File: src/rtl/mdm_ctl_pkg.sv
package mdm_ctl_pkg;
  localparam int CTRL_W   = 8;
  localparam int B_DTR    = 0;
  localparam int B_RTS    = 1;
  localparam int B_OUT1   = 2;
  localparam int B_OUT2   = 3;
  localparam int B_LOOP   = 4;
  localparam logic [CTRL_W-1:0] CTRL_MASK  = 8'h1F;
  localparam logic [CTRL_W-1:0] CTRL_RESET = 8'h00;

  typedef enum logic [1:0] {
    RT_STD  = 2'd0,
    RT_ICON = 2'd1,
    RT_DIAG = 2'd2
  } route_mode_e;

  // status vector order: [3]=cts [2]=dsr [1]=ri [0]=dcd
  localparam int NSTAT = 4;
endpackage

File: src/rtl/mdm_ctl_reg.sv
module mdm_ctl_reg #(
  parameter int W = 8,
  parameter logic [W-1:0] MASK = '1,
  parameter logic [W-1:0] RST_VAL = '0
) (
  input  logic         clk,
  input  logic         rst,
  input  logic         wr_en,
  input  logic [W-1:0] wr_data,
  output logic [W-1:0] q
);
  always_ff @(posedge clk) begin
    if (rst)        q <= RST_VAL & MASK;
    else if (wr_en) q <= wr_data & MASK;
  end
endmodule

File: src/rtl/mdm_ctl_mode_dec.sv
module mdm_ctl_mode_dec
  import mdm_ctl_pkg::*;
(
  input  logic        loop_bit,
  input  logic        int_conn,
  output route_mode_e mode
);
  // loopback wins over the internal connection request
  always_comb begin
    if (loop_bit)      mode = RT_DIAG;
    else if (int_conn) mode = RT_ICON;
    else               mode = RT_STD;
  end
endmodule

File: src/rtl/mdm_ctl_route.sv
module mdm_ctl_route
  import mdm_ctl_pkg::*;
#(
  parameter int NS = NSTAT
) (
  input  route_mode_e   mode,
  input  logic          dtr_bit,
  input  logic          rts_bit,
  input  logic          out1_bit,
  input  logic          out2_bit,
  input  logic          tx_shift,
  input  logic          rx_pin,
  input  logic [NS-1:0] pin_n,
  output logic          tx_pin,
  output logic          rx_shift,
  output logic          rts_n,
  output logic          dtr_n,
  output logic [NS-1:0] stat
);
  logic [NS-1:0] pin_act;

  genvar gi;
  generate
    for (gi = 0; gi < NS; gi++) begin : g_inv
      assign pin_act[gi] = ~pin_n[gi];
    end
  endgenerate

  always_comb begin
    tx_pin   = tx_shift;
    rx_shift = rx_pin;
    rts_n    = ~rts_bit;
    dtr_n    = ~dtr_bit;
    stat     = pin_act;
    unique case (mode)
      RT_DIAG: begin
        tx_pin   = 1'b1;
        rx_shift = tx_shift;
        rts_n    = 1'b1;
        dtr_n    = 1'b1;
        stat     = {rts_bit, dtr_bit, out1_bit, out2_bit};
      end
      RT_ICON: begin
        stat     = {rts_bit, dtr_bit, pin_act[1], dtr_bit};
      end
      default: ;
    endcase
  end
endmodule

File: src/rtl/mdm_ctl_irqsel.sv
module mdm_ctl_irqsel (
  input  logic out2_bit,
  input  logic cfg,
  input  logic sio_irq,
  input  logic ext_irq,
  output logic sel_int,
  output logic irq
);
  assign sel_int = out2_bit & cfg;
  assign irq     = sel_int ? sio_irq : ext_irq;
endmodule

File: src/rtl/uart_mdm_ctl.sv
module uart_mdm_ctl
  import mdm_ctl_pkg::*;
#(
  parameter logic [CTRL_W-1:0] RST_VAL = CTRL_RESET
) (
  input  logic              clk,
  input  logic              rst,
  input  logic              wr_en,
  input  logic [CTRL_W-1:0] wr_data,
  output logic [CTRL_W-1:0] rd_data,
  input  logic              int_conn_i,
  input  logic              tx_shift_i,
  input  logic              rx_pin_i,
  output logic              tx_pin_o,
  output logic              rx_shift_o,
  input  logic              cts_n_i,
  input  logic              dsr_n_i,
  input  logic              ri_n_i,
  input  logic              dcd_n_i,
  output logic              rts_n_o,
  output logic              dtr_n_o,
  output logic              cts_o,
  output logic              dsr_o,
  output logic              ri_o,
  output logic              dcd_o,
  input  logic              irq_cfg_i,
  input  logic              sio_irq_i,
  input  logic              ext_irq_i,
  output logic              irq_sel_o,
  output logic              irq_o
);
  logic [CTRL_W-1:0] ctrl_q;
  route_mode_e       mode;
  logic [NSTAT-1:0]  stat;

  mdm_ctl_reg #(.W(CTRL_W), .MASK(CTRL_MASK), .RST_VAL(RST_VAL)) u_reg (
    .clk(clk), .rst(rst), .wr_en(wr_en), .wr_data(wr_data), .q(ctrl_q)
  );

  mdm_ctl_mode_dec u_mode (
    .loop_bit(ctrl_q[B_LOOP]), .int_conn(int_conn_i), .mode(mode)
  );

  mdm_ctl_route #(.NS(NSTAT)) u_route (
    .mode(mode),
    .dtr_bit(ctrl_q[B_DTR]), .rts_bit(ctrl_q[B_RTS]),
    .out1_bit(ctrl_q[B_OUT1]), .out2_bit(ctrl_q[B_OUT2]),
    .tx_shift(tx_shift_i), .rx_pin(rx_pin_i),
    .pin_n({cts_n_i, dsr_n_i, ri_n_i, dcd_n_i}),
    .tx_pin(tx_pin_o), .rx_shift(rx_shift_o),
    .rts_n(rts_n_o), .dtr_n(dtr_n_o), .stat(stat)
  );

  mdm_ctl_irqsel u_irq (
    .out2_bit(ctrl_q[B_OUT2]), .cfg(irq_cfg_i),
    .sio_irq(sio_irq_i), .ext_irq(ext_irq_i),
    .sel_int(irq_sel_o), .irq(irq_o)
  );

  assign rd_data = ctrl_q;
  assign {cts_o, dsr_o, ri_o, dcd_o} = stat;
endmodule

File: config.mk
export PLATFORM = sky130hd
export DESIGN_NAME = uart_mdm_ctl
export DESIGN_NICKNAME = d
export VERILOG_FILES = /design/src/rtl/mdm_ctl_pkg.sv /design/src/rtl/mdm_ctl_reg.sv /design/src/rtl/mdm_ctl_mode_dec.sv /design/src/rtl/mdm_ctl_route.sv /design/src/rtl/mdm_ctl_irqsel.sv /design/src/rtl/uart_mdm_ctl.sv
export SDC_FILE = /design/constraint.sdc
export NUM_CORES = 1
export LEC_CHECK = 0
export ABC_AREA = 1
export BUFFER_PORTS_ARGS = -buffer_cell sky130_fd_sc_hd__buf_2
export CORE_AREA = 2 2 39 41
export CTS_CLUSTER_DIAMETER = 40
export DETAILED_ROUTE_END_ITERATION = 10
export DIE_AREA = 0 0 41 43
export GPL_ROUTABILITY_DRIVEN = 0
export PLACE_DENSITY = 0.81
export SLEW_MARGIN = 30
export SYNTH_ARGS = -nofsm -noshare
export SYNTH_HDL_FRONTEND = slang
export SYNTH_HIERARCHICAL = 1
export SYNTH_SLANG_ARGS = --single-unit
File: constraint.sdc
create_clock -name clk -period 3.5 [get_ports clk]
set_clock_uncertainty 0.15 [all_clocks]
set_input_delay 0.175 -clock clk [delete_from_list [all_inputs] [get_ports clk]]
set_output_delay 0.175 -clock clk [all_outputs]
set_load 0.03 [all_outputs]
==> flow_summary.toml <==
[clocking]
clockBufferDepth = 2
clk_pin_slew_ps = 40
cts_hold_buf = 0
cts_sinks = 5
htree_levels = 1
post_cts_buffers = 0
cts_made_buffers = 3
clk_latency_ps = 240
cts_tree = "yes"
post_cts_resize_count = 0
cts-root-buf = "clkbuf_4"

[timing]
period_share = 0.570
min_period_ps = 1990
timing.fmax_mhz = 501
hold_slack_ps = 70.1
rsz0062_at_grt = "false"
report.final.setup_viol = 0
finalHoldViolations = 0
setup_tns_ps = 0
maxSlewViolCount = 0

[grt]
track_usage = 0.119
grt_pass1_wl_um = 1490
overflow = 0
grt_pass1_vias = 423
antenna_found_initial = 0
grt_max_degree = 11

[die]
die_w_um = 41
std_cell_rows = 14
fp.dieH_um = 43
ios = 39
core-area_um2 = 1380
start_util = 0.314
die_area_um2 = 1760

[route]
ant_nets = 0
route.detailed.drc = 0
drt_iter0_markers = 2
num_vias = 512
routed_wl_um = 964
dr.pass1.iters = 4
vias_per_cell = 4.13
wl_per_cell_um = 7.77

[synthesis]
syn_inst = 75
yosys_warnings = 6
synth-edff-count = 0
synth.most_common_cell = "nand2_1"
ys_ff_latch = 5
synth.distinct_cells = 15
seq_area_frac_synth = 0.231
avgSynthCellArea_um2 = 5.79
synth_top_area_cell = "dfxtp_1"
synth_common_cells = "nand2_1 (22), inv_1 (16), nor2_1 (12)"
netlist_area_um2 = 434
synth-async-reset-ratio = 0
synth_top_area_frac = 0.231
yosys-top-cells-area = "dfxtp_1 (23%), nand2_1 (19%), inv_1 (14%), nor2_1 (10%), ha_1 (8.6%)"
synth-main-ff-cell = "dfxtp_1"

[power]
leakagePower_nw = 0.399
power_w = 0.000222
peakVddDrop_uv = 238
power_density_nw_per_um2 = 367

[job]
cap_violations = 0

[worst_setup_path]
cp_num_buf_inv = 3
regToRegEndpoint = "u_reg/q[4]"
worstSetupStartpointType = "flip-flop"
max_stage_delay_ps = 370
cp.arrival_ps = 1670
path_max_fanout = 6
required_ps = 3170
crit_path_start = "u_reg/q[4]"
crit_chain = "nor2_2, inv_1, ha_1, inv_2, nand2_1, o21ai_1, buf_2"
end_kind = "output port"
endpoint = "cts_o"
rr_worst_depth = 2
r2r_start = "u_reg/q[4]"
cp.depth = 7
crit_type = "flip-flop to output port"
crit_slowest_cell = "ha_1"
worst-r2r-setup-slack_ps = 2720
cpLargestDelayFamily = "buffers and inverters"

[final_layout]
finalNonFillerCells = 124
regMostFlops = "u_reg/q"
utilization = 0.439
areaGrowthSynthToFinish_pct = 39.8
fin_nets = 133
layout-drive-gt1-share = 0.361
top_regs = "u_reg/q: 5 flops"
diodes = 0
largest_reg_flops = 5

[place]
dp_cells = 120
port_buffers = 32
hpwl_um = 843

[status]
outcome = "finished clean"

[worst_hold_path]
hold_path_class = "primary input to flip-flop"
## cells by family after synthesis
kind of cell,after synthesis,share of synthesized area
AO/OA/AOI/OAI,4,0.0547
flip-flops,5,0.231
other,1,0.00864
adder cells (fa/ha/maj),3,0.0865
AND/OR/NAND/NOR,40,0.378
buffers and inverters,22,0.242
## metrics by stage
step | instance area, um2 | setup slack, ps
floorplan | 442 | 1590
global placement | 581 | 1780
detailed placement | 581 | 1750
CTS | 607 | 1490
global route | 607 | 1350
finish | 607 | 1510
## report_power, final
part | internal (W) | switching, W
Combinational | 0.0000285 | 0.0000619
Clock | 0.0000431 | 0.0000232
Sequential | 0.0000613 | 0.00000449
Total | 0.000133 | 0.0000896
## metal layers
metal,track usage,vias to the layer above,wire [um]
met5,0,-,0
met4,0.107,0,38
met3,0,4,80
met2,0.200,21,524
met1,0.125,211,320
li1,-,276,-
## worst reg2reg max path: cells and delay by family, from the launching register on
family	cells	cell delay, ps
flops	1	410
simple gates	2	150
## layout make-up
| type | instances | area (um2) |
|---|---|---|
| clock buffers | 4 | 26.3 |
| repair buffers | 32 | 160 |
| inverters | 17 | 63.8 |
| fillers | 146 | 777 |
| well taps | 16 | 20.0 |
| multi-input cells | 50 | 236 |
| flip-flops and latches | 5 | 100 |
## worst min-delay path by stage
stage                           from          to  slack, ps  cells past startpoint
after global routing      wr_data[1]  u_reg/q[1]        110                      5
after global placement    wr_data[3]  u_reg/q[3]        310                      5
final                     wr_data[4]  u_reg/q[4]         70                      5
after CTS                 wr_data[4]  u_reg/q[4]         70                      5
after detailed placement  wr_data[4]  u_reg/q[4]        320                      5
after floorplan           wr_data[0]  u_reg/q[0]        210                      4
## layout by cell type, fill, tap and decap left out
master | synthesis | routed
dfxtp_1 | 5 | 5
ha_1 | 3 | 3
nand2_1 | 22 | 22
conb_1 | 1 | 3
nor2_2 | 1 | 1
clkbuf_1 | 0 | 1
nand3_1 | 4 | 4
o21ai_2 | 1 | 1
o21ai_0 | 1 | 1
nand3_2 | 1 | 1
inv_1 | 16 | 16
nor2_1 | 12 | 12
o21ai_1 | 2 | 2
inv_2 | 1 | 1
buf_2 | 0 | 32
clkbuf_4 | 0 | 3
No activity file was read; power rests on OpenSTA's default activity.
